### src/rtl/rxto_pkg.sv
package rxto_pkg;

    typedef enum logic [1:0] {
        RX_WAIT = 2'd0,
        RX_RUN  = 2'd1,
        RX_DONE = 2'd2
    } rxto_state_e;

    typedef enum logic [1:0] {
        CNT_HOLD = 2'd0,
        CNT_LOAD = 2'd1,
        CNT_DEC  = 2'd2
    } cnt_op_e;

    typedef struct packed {
        logic tick;
        logic chr;
        logic arm;
        logic reload;
    } rxto_evt_t;

    typedef struct packed {
        rxto_state_e nxt_state;
        cnt_op_e     op;
        logic        set_flag;
        logic        clr_flag;
    } rxto_dec_t;

    function automatic rxto_dec_t rxto_decide(
        input rxto_evt_t   evt,
        input rxto_state_e cur,
        input logic        off,
        input logic        at_one
    );
        rxto_dec_t d;
        d.nxt_state = cur;
        d.op        = CNT_HOLD;
        d.set_flag  = 1'b0;
        d.clr_flag  = 1'b0;
        if (off) begin
            d.nxt_state = RX_WAIT;
            d.clr_flag  = 1'b1;
        end else if (evt.reload) begin
            d.nxt_state = RX_RUN;
            d.op        = CNT_LOAD;
            d.clr_flag  = 1'b1;
        end else if (evt.arm) begin
            d.nxt_state = RX_WAIT;
            d.clr_flag  = 1'b1;
        end else if (evt.chr) begin
            d.nxt_state = RX_RUN;
            d.op        = CNT_LOAD;
        end else if (cur == RX_RUN && evt.tick) begin
            d.op = CNT_DEC;
            if (at_one) begin
                d.set_flag  = 1'b1;
                d.nxt_state = RX_DONE;
            end
        end
        return d;
    endfunction

endpackage

### src/rtl/rxto_counter.sv
module rxto_counter
    import rxto_pkg::*;
#(
    parameter int W = 16
) (
    input  logic         clk,
    input  logic         rst,
    input  cnt_op_e      op,
    input  logic [W-1:0] load_val,
    output logic [W-1:0] cnt,
    output logic         at_one
);
    localparam logic [W-1:0] ONE = W'(1);

    always_ff @(posedge clk) begin
        if (rst) begin
            cnt <= '0;
        end else begin
            case (op)
                CNT_LOAD: cnt <= load_val;
                CNT_DEC:  cnt <= (cnt == '0) ? cnt : cnt - ONE;
                default:  cnt <= cnt;
            endcase
        end
    end

    assign at_one = (cnt == ONE);
endmodule

### src/rtl/rxto_ctrl.sv
module rxto_ctrl
    import rxto_pkg::*;
(
    input  logic        clk,
    input  logic        rst,
    input  rxto_evt_t   evt,
    input  logic        off,
    input  logic        at_one,
    output cnt_op_e     op,
    output logic        flag
);
    rxto_state_e state_q;
    rxto_dec_t   dec;

    always_comb begin
        dec = rxto_decide(evt, state_q, off, at_one);
    end

    assign op = dec.op;

    always_ff @(posedge clk) begin
        if (rst) begin
            state_q <= RX_WAIT;
            flag    <= 1'b0;
        end else begin
            state_q <= dec.nxt_state;
            if (dec.clr_flag)
                flag <= 1'b0;
            else if (dec.set_flag)
                flag <= 1'b1;
        end
    end
endmodule

### src/rtl/rx_idle_timeout.sv
module rx_idle_timeout
    import rxto_pkg::*;
#(
    parameter int CNT_W = 16
) (
    input  logic             clk,
    input  logic             rst,
    input  logic             bit_tick,
    input  logic             char_rcvd,
    input  logic [CNT_W-1:0] to_value,
    input  logic             cmd_arm_wait,
    input  logic             cmd_reload,
    input  logic             irq_en,
    output logic             timeout_flag,
    output logic             irq
);
    rxto_evt_t        evt;
    cnt_op_e          op;
    logic [CNT_W-1:0] cnt_q;
    logic             at_one;
    logic             off;

    assign evt.tick   = bit_tick;
    assign evt.chr    = char_rcvd;
    assign evt.arm    = cmd_arm_wait;
    assign evt.reload = cmd_reload;
    assign off        = (to_value == '0);

    rxto_ctrl u_ctrl (
        .clk    (clk),
        .rst    (rst),
        .evt    (evt),
        .off    (off),
        .at_one (at_one),
        .op     (op),
        .flag   (timeout_flag)
    );

    rxto_counter #(.W(CNT_W)) u_cnt (
        .clk      (clk),
        .rst      (rst),
        .op       (op),
        .load_val (to_value),
        .cnt      (cnt_q),
        .at_one   (at_one)
    );

    assign irq = timeout_flag & irq_en;
endmodule

### config.mk
export PLATFORM = sky130hd
export DESIGN_NAME = rx_idle_timeout
export DESIGN_NICKNAME = d
export VERILOG_FILES = /design/src/rtl/rxto_pkg.sv /design/src/rtl/rxto_counter.sv /design/src/rtl/rxto_ctrl.sv /design/src/rtl/rx_idle_timeout.sv
export SDC_FILE = /design/constraint.sdc
export NUM_CORES = 1
export LEC_CHECK = 0
export BUFFER_PORTS_ARGS = -buffer_cell sky130_fd_sc_hd__buf_2
export CAP_MARGIN = 20
export CORE_UTILIZATION = 59
export CTS_CLUSTER_DIAMETER = 120
export DETAILED_ROUTE_END_ITERATION = 6
export HOLD_SLACK_MARGIN = 0.02
export PLACE_DENSITY = 0.84
export SKIP_LAST_GASP = 1
export SLEW_MARGIN = 20
export SYNTH_ARGS = -nofsm -noshare
export SYNTH_HDL_FRONTEND = slang
export SYNTH_SLANG_ARGS = --single-unit
### constraint.sdc
create_clock -name clk -period 4.48 [get_ports clk]
set_input_delay 0.672 -clock clk [delete_from_list [all_inputs] [get_ports clk]]
set_output_delay 0.672 -clock clk [all_outputs]
set_load 0.01 [all_outputs]
== Yosys cells after proc, flatten, opt, wreduce, memory -nomap -nowiden ==
Index checks and enable logic that the tools add are counted.
Storage, ports and cells
  register bits after elaboration: 19
  output and inout port bits: 2
Cells by class
  muxes and demuxes: 19
  add/subtract/negate cells: 1
  eq/ne operators: 5
  bitwise gates (word level): 1
  reductions and logical operators: 11
Operator list (number)
  $logic_not 16->1: 2
  $pmux 16 s2: 1
  $mux 5: 5
  $eq 16x1->1 const B: 1
  $mux 16: 1
  $sub 16x1->16 const B: 1
  $mux 3: 4
  $reduce_bool 5->1: 2
  $mux 1: 7
  $reduce_or 5->1: 1
  $eq 2x1->1 const B: 2
  $reduce_and 2->1: 2
  $reduce_or 2->1: 2
  $eq 2x2->1 const B: 1
  $mux 2: 1
  $ne 2x2->1 const B: 1
  $reduce_bool 2->1: 1
  $and 1x1->1: 1
  $logic_and 1x1->1: 1

== Longest topological paths before layout ==
Gate-level depths: netlist of the first run.
  depth after elaboration: 14
  gate-level depth with buffers: 8
  mapped depth without buffers: 7

== Cells and area by module ==
A second synthesis of the first run with hierarchy kept.
Second synthesis, totals
  cell total of the unflattened synthesis: 169
  area total of the unflattened synthesis: 1363.8 sq um
Modules (own cells, without submodules)
  rxto_counter: times used 1, cells an instance 143, sequential area each 320.3 sq um, area an instance 1151.1 sq um
  rxto_ctrl: times used 1, cells an instance 20, sequential area each 60.1 sq um, area an instance 172.7 sq um
  rx_idle_timeout: times used 1, cells an instance 6, sequential area each 0.0 sq um, area an instance 40.0 sq um

== Worst setup path before layout of the first run ==
OpenSTA, ideal clock, no wires.
  path type: input-to-reg
  from: input port to_value[0]
  to: register u_cnt.cnt[2]
  buffers on the path: 2
  stages on the path: 7
  slack: 2108 ps
  arrival: 2240 ps
  data required time: 4349 ps
  path through: or4_4 -> o41ai_2 -> buf_6 -> nor2_4 -> buf_6 -> a22oi_2 -> o32ai_1
Between the ends
  cells in the longest elaborated chain, start to end: 5
  elaborated cells between the ends (all ways): 8
  classes of those cells: eq/ne: 3; mux: 2; reduce/logical: 3
RTL lines
  from (decl): line rx_idle_timeout.sv:10  | input logic [CNT_W-1:0] to_value,
  $logic_not 16->1 *: line rx_idle_timeout.sv:27  | assign off = (to_value == '0);
  $mux 3 *: line rxto_pkg.sv:40  | if (off) begin
  $eq 2x2->1 / $eq 2x1->1 (equally long branches): line rxto_counter.sv:19  | case (op)
  $ne 2x2->1 (no source line) / $reduce_bool 2->1 (equally long branches)
  $reduce_and 2->1 (no source line)
  to (signal assigned): line rxto_counter.sv:20  | CNT_LOAD: cnt <= load_val;
  to (signal assigned): line rxto_counter.sv:21  | CNT_DEC: cnt <= (cnt == '0) ? cnt : cnt - ONE;
  to (signal assigned): line rxto_counter.sv:22  | default: cnt <= cnt;
  to (decl): line rxto_counter.sv:10  | output logic [W-1:0] cnt,
Mark *: on every way between the ends. The rest lies on a longest branch, timed or not.
A chain may end at the register's enable or synchronous reset.

== Worst setup path after layout of the first run ==
  from: input port to_value[3]
  to: register u_cnt.cnt[9]
The elaborated chain is that of the path after synthesis.

==> summary.txt, run 1 <==
=================================================================================
Number of failing setup endpoints in the final timing report                    0
Crit Reg-Reg Endpoint                                                u_cnt.cnt[9]$_SDFFE_PP0P_
Commonest non-fill, non-tap cells in the layout                      24 x buf_2, 19 x dfxtp_1, 15 x nand2b_1
Sum Neg Setup Slack                                                          0 ps
PD cells                                                              254 nW/um^2
WL/cell                                                              17.2 microns
H-tree depth                                                                    1
Startpoint kind of the worst setup timing path                         input port
Number of global-route vias before repair                                    1444
Register bit count reported by yosys                                           19
Most common cell after layout, fill and taps aside                          buf_2
Max-Cap Viols                                                                   0
Synth Flop Type                                                           dfxtp_1
Buffers added on ports                                                         24
Setup repair after global routing missed its margin                         false
Result of the run                                                    complete, no violations
Cell class contributing the biggest share of worst-path delay        simple AND/OR/NAND/NOR gates
Aggregate global routing overflow                                               0
Vertical die dimension                                               51.1 microns
Number of CTS-inserted buffers                                                  3
Global-route total usage across every layer                                 0.309
Via count                                                                    1555
Cell-internal power                                                      0.259 mW
RePlAce Congestion                                                          0.908
Final min period                                                          2520 ps
Setup repair bufs after CTS                                                     0
Register-to-register setup slack                                          2130 ps
Number of max-slew violations in the final report                               0
Worst clock skew                                                          5.67 ps
Source-to-sink clock delay at the later pin of the worst-skew pair         300 ps
Critical Path AT                                                          2720 ps
Placeable Area                                                         2230 sq um
Total clock sinks                                                              19
Least-Margin Pin Slew                                                      763 ps
Detailed Route Iter0 Violations                                                67
Maximum fanout along the worst path                                            16
Die width                                                            51.1 microns
# fillers                                                                     196
Share of total power in sequential cells                                    0.496
Syn Area/Cell                                                          8.40 sq um
Syn. warnings                                                                   0
Final cell count without fillers                                              216
Fraction of layout cells with a size suffix above 1                         0.223
Crit path max-delay cell type                                               or4_1
Critical Path Sink                                                   u_cnt.cnt[9]$_SDFFE_PP0P_
Count of antenna-violating nets left after detailed routing                     0
Net Switching                                                            0.130 mW
Portion of the post-synthesis area used by sequential elements              0.268
Crit path capture type                                                       flop
Starting utilization of the core area                                       0.636
Number of vias per cell                                                      7.20
Diodes inserted                                                                 0
Die Footprint                                                          2610 sq um
Critical path origin                                                  to_value[3]
Worst path max stage delay                                                 610 ps
Core Rows                                                                      17
Number of buffers between clock root and the deepest sink                       2
Share of the clock period used by the worst path after layout               0.561
CP required                                                               4690 ps
Layout Nets                                                                   214
CTS root buf                                                             clkbuf_4
Routed WL                                                            3720 microns
Syn Inst Count                                                                169
Number of distinct library cells after synthesis                               44
Critical path class                                                     in -> reg
R2r worst-path depth                                                            7
Synthesized cell area                                                  1420 sq um
Number of stages on the worst setup path                                        6
Post-synth net total                                                          194
DP HPWL                                                              2740 microns
Part of the total power dissipated in combinational logic                   0.281
Path class of the lowest-slack min-delay path                          reg -> reg
Number of enable-type register cells in the synthesized netlist                 0
Clock power share                                                           0.224
I/O pins                                                                       25
Clock tree from TritonCTS                                                   built
Combined buffer and inverter count along the critical path                      1
Number of placed cells counting well taps                                     212
DR pass1 iterations                                                             4
Worst vdd ir                                                               151 uV
Total DRC errors in the routed layout                                           0
Initial antenna violation count                                                 0
Synth async-reset ratio                                                         0
CTS clk-pin slew, worst paths                                              110 ps
Static power due to leakage                                              0.521 nW
Net switching fraction of the power                                         0.334
Startpoint of the most critical register-to-register path            u_cnt.cnt[0]$_SDFFE_PP0P_
Post-CTS Hold Buffers                                                           0
Wire length of the first global-routing pass                         6160 microns
Largest net degree at the start of global routing                              34
Highest clock rate                                                      0.398 GHz
Crit path cell chain                                                 buf_2, or4_1, nor4_2, or2_1, a22oi_1, o32ai_1
Slew margin rel.                                                            0.489
Cts repair resizes                                                              0
Endpoints failing hold                                                          0
Area overhead of the layout relative to synthesis                           8.02%
=================================================================================
## cell families after synthesis
group                      count (synthesis)  share of synthesized area
DFF                                       19                      0.268
and+or+nand+nor                           77                      0.323
buffers and inverters                     16                     0.0687
muxes                                      3                     0.0211
AOI/OAI and AO/OA                         52                      0.301
adders and majority gates                  2                     0.0176
## sequential cells by signal, indices dropped and copies added (netlist names)
name            count
u_ctrl.flag         1
u_cnt.cnt          16
u_ctrl.state_q      2
## worst min-delay path by stage
stage                                              start                             end  cells past startpoint
final                     u_ctrl.state_q[1]$_SDFFE_PP0P_  u_ctrl.state_q[1]$_SDFFE_PP0P_                      2
after global routing          u_cnt.cnt[13]$_SDFFE_PP0P_      u_cnt.cnt[13]$_SDFFE_PP0P_                      2
after CTS                 u_ctrl.state_q[1]$_SDFFE_PP0P_  u_ctrl.state_q[1]$_SDFFE_PP0P_                      2
after detailed placement  u_ctrl.state_q[1]$_SDFFE_PP0P_  u_ctrl.state_q[1]$_SDFFE_PP0P_                      2
after global placement          u_ctrl.flag$_SDFFE_PP0P_        u_ctrl.flag$_SDFFE_PP0P_                      1
after floorplan           u_ctrl.state_q[1]$_SDFFE_PP0P_  u_ctrl.state_q[1]$_SDFFE_PP0P_                      2
## area by class of cell
cell class                      count  area (sq um)  area share
Clock buffer                        4          26.3      0.0171
Inverter                            6          22.5      0.0147
Multi-Input combinational cell    134           942       0.614
Sequential cell                    19           380       0.248
Tap cell                           28          35.0      0.0228
Timing Repair Buffer               25           128      0.0832
## cells in the mapped netlist, types with 2 or more instances
| master | n | area share |
|---|---|---|
| o32ai_1 | 9 | 0.056 |
| dfxtp_1 | 19 | 0.27 |
| nand3_1 | 8 | 0.028 |
| a2bb2oi_1 | 4 | 0.025 |
| or3_1 | 2 | 0.0088 |
| buf_4 | 4 | 0.021 |
| a22oi_1 | 6 | 0.032 |
| nand2_1 | 6 | 0.016 |
| buf_6 | 3 | 0.024 |
| a32oi_1 | 5 | 0.031 |
| nor3_1 | 14 | 0.049 |
| a22oi_2 | 4 | 0.035 |
| or4_1 | 4 | 0.021 |
| mux2i_1 | 3 | 0.021 |
| nor2_4 | 2 | 0.016 |
| a21oi_1 | 8 | 0.028 |
| ha_1 | 2 | 0.018 |
| nor4_1 | 5 | 0.022 |
| clkbuf_1 | 3 | 0.0079 |
| nor2_1 | 9 | 0.024 |
| or4_4 | 2 | 0.016 |
| o22ai_1 | 5 | 0.022 |
| nand2b_1 | 15 | 0.066 |
| a211oi_1 | 2 | 0.011 |
| inv_1 | 6 | 0.016 |
## through the flow
stage / power (mW) / util / cell area, sq um / worst slack, ps / hold slack [ps]
CTS: 0.388 / 0.687 / 1530 / 2010 / 481
global route: 0.409 / 0.687 / 1530 / 1870 / 523
finish: 0.389 / 0.687 / 1530 / 1960 / 478
detailed placement: 0.303 / 0.675 / 1510 / 1700 / 464
global placement: 0.298 / 0.675 / 1510 / 1760 / 460
floorplan: 0.274 / - / 1420 / 2110 / 438
## worst min-delay path, cell delays in order (launching register included)
cell	delay [ps]
dfxtp_1	330
inv_1	60
a211oi_1	60
## routing by layer
metal	wire [microns]	up-vias	GRT usage
li1	-	711	-
met1	1520	745	0.377
met2	1810	88	0.526
met3	319	11	0.0536
met4	71	0	0.134
met5	0	-	0
## power by group through the flow
stage / Combinational, mW / Sequential (mW) / Clock [mW]
after floorplan: 0.0809 / 0.193 / 0
after global placement: 0.103 / 0.195 / 0
after detailed placement: 0.106 / 0.196 / 0
after CTS: 0.107 / 0.192 / 0.0889
after global routing: 0.119 / 0.195 / 0.0953
final: 0.109 / 0.193 / 0.0871
(Power assumes the default switching activity.)
==> run 2: changes to the inputs <==
- CORE_UTILIZATION: 59 -> 55
- PLACE_DENSITY: 0.84 -> 0.79
- clock period: 4.48 -> 2.43 ns (I/O delays scaled with it)
==> summary.txt, run 2 (synthesized netlist as in run 1, its figures left out) <==
=================================================================================
Register-to-register setup slack                                           160 ps
Slew margin rel.                                                            0.468
Routed WL                                                            3810 microns
Maximum fanout along the worst path                                             9
Max-Cap Viols                                                                   0
Hold_sp                                                                cmd_reload
Cell-internal power                                                      0.487 mW
Fraction of layout cells with a size suffix above 1                         0.247
Diodes inserted                                                                 0
Area overhead of the layout relative to synthesis                           13.7%
H-tree depth                                                                    1
Endpoints failing hold                                                          0
Setup repair after global routing missed its margin                         false
CTS root buf                                                             clkbuf_4
Buffers added on ports                                                         24
Highest clock rate                                                      0.440 GHz
Crit path capture type                                                       flop
Static power due to leakage                                              0.558 nW
Result of the run                                                    complete, no violations
Aggregate global routing overflow                                               0
Path class of the lowest-slack min-delay path                           in -> reg
Clock power share                                                           0.222
Final min period                                                          2270 ps
Global-route total usage across every layer                                 0.294
I/O pins                                                                       25
Number of buffers between clock root and the deepest sink                       2
Total DRC errors in the routed layout                                           0
Regs by FF count                                                     u_cnt.cnt x16, u_ctrl.state_q x2, u_ctrl.flag x1
Least-Margin Pin Slew                                                      795 ps
CTS clk-pin slew, worst paths                                              110 ps
Post-CTS Hold Buffers                                                           0
Initial antenna violation count                                                 0
Number of max-slew violations in the final report                               0
PD cells                                                              458 nW/um^2
Hold Path Sink                                                       u_ctrl.flag$_SDFFE_PP0P_
Number of failing setup endpoints in the final timing report                    0
Layout Nets                                                                   220
Number of placed cells counting well taps                                     219
Startpoint of the most critical register-to-register path            u_cnt.cnt[0]$_SDFFE_PP0P_
Die width                                                            52.8 microns
Number of global-route vias before repair                                    1322
Total clock sinks                                                              19
Die Footprint                                                          2790 sq um
Commonest non-fill, non-tap cells in the layout                      24 x buf_2, 19 x dfxtp_1, 15 x nand2b_1
Share of the clock period used by the worst path after layout               0.936
Net Switching                                                            0.251 mW
Wire length of the first global-routing pass                         5960 microns
Number of vias per cell                                                      6.82
Overall Power                                                            0.739 mW
Critical path class                                                    reg -> reg
CP required                                                               2610 ps
Clock tree from TritonCTS                                                   built
Part of the total power dissipated in combinational logic                   0.298
Most flops, register                                                    u_cnt.cnt
Worst vdd ir                                                               422 uV
DP HPWL                                                              2780 microns
WL/cell                                                              17.0 microns
DR pass1 iterations                                                             4
Worst slack at placement                                                  46.6 ps
Sum Neg Setup Slack                                                          0 ps
Via count                                                                    1528
R2r worst-path depth                                                            7
Vertical die dimension                                               52.8 microns
Core Rows                                                                      18
Critical path origin                                                 u_cnt.cnt[0]$_SDFFE_PP0P_
Detailed Route Iter0 Violations                                               103
PnR worst setup slack                                                      156 ps
Source-to-sink clock delay at the later pin of the worst-skew pair         310 ps
Worst clock skew                                                          6.17 ps
Worst hold path stage count                                                     3
Net switching fraction of the power                                         0.340
Critical Path AT                                                          2450 ps
Startpoint kind of the worst setup timing path                               flop
# fillers                                                                     211
RePlAce Congestion                                                          0.864
Share of total power in sequential cells                                    0.481
Crit Reg-Reg Endpoint                                                u_cnt.cnt[10]$_SDFFE_PP0P_
Number of CTS-inserted buffers                                                  3
Placeable Area                                                         2450 sq um
Largest net degree at the start of global routing                              34
Number of flip-flops under the largest register name                           16
Starting utilization of the core area                                       0.578
Count of antenna-violating nets left after detailed routing                     0
Final cell count without fillers                                              224
Most common cell after layout, fill and taps aside                          buf_2
=================================================================================
run 2: per-layer routing:
| layer | share of wire | vias to the layer above | global-route usage | wire [microns] |
|---|---|---|---|---|
| met5 | 0 | - | 0 | 0 |
| met4 | 0.020 | 0 | 0.110 | 78 |
| met3 | 0.081 | 9 | 0.0348 | 308 |
| met2 | 0.46 | 81 | 0.481 | 1770 |
| met1 | 0.43 | 711 | 0.390 | 1650 |
| li1 | - | 727 | - | - |
run 2: worst max path at each step:
stage                                      end  slack [ps]
floorplan            u_cnt.cnt[2]$_SDFFE_PP0P_         370
CTS                  u_cnt.cnt[4]$_SDFFE_PP0P_         130
finish              u_cnt.cnt[10]$_SDFFE_PP0P_         160
detailed placement  u_cnt.cnt[14]$_SDFFE_PP0P_          50
global route        u_cnt.cnt[10]$_SDFFE_PP0P_          50
global placement    u_cnt.cnt[10]$_SDFFE_PP0P_         110
run 2: cell type report:
| class | instances | area (sq um) | area share |
|---|---|---|---|
| timing repair buffer | 30 | 178 | 0.110 |
| clock buffer | 4 | 26.3 | 0.0163 |
| inverter | 6 | 22.5 | 0.0140 |
| sequential | 19 | 380 | 0.236 |
| tap | 30 | 37.5 | 0.0233 |
| multi-input combinational | 135 | 970 | 0.601 |
run 2: metrics by stage:
step | hold slack, ps | utilization | cell area, sq um
3_5_place_dp | 460 | 0.636 | 1560
3_3_place_gp | 460 | 0.636 | 1560
5_1_grt | 325 | 0.657 | 1610
6_report | 330 | 0.657 | 1610
2_1_floorplan | 438 | - | 1420
4_1_cts | 324 | 0.646 | 1590
run 2: what timing repair did:
item,4_1_cts,5_1_grt
gates resized for setup,0,3
buffers inserted,0,0
endpoints found under the setup margin,0,12
run 2: critical path, cell delays in order (launching register included):
cell and delay (ps):
dfxtp_1 370, inv_1 100, ha_1 190, or3b_2 530, nor3_4 340, a211oi_4 180
nor2_2 300, o32ai_1 130
run 2: power by group through the flow:
stage                     registers, mW  logic [mW]  clock network [mW]
final                             0.355       0.220               0.164
after detailed placement          0.361       0.206                   0
after global placement            0.359       0.199                   0
after floorplan                   0.355       0.149                   0
after global routing              0.358       0.240               0.179
after CTS                         0.354       0.207               0.166
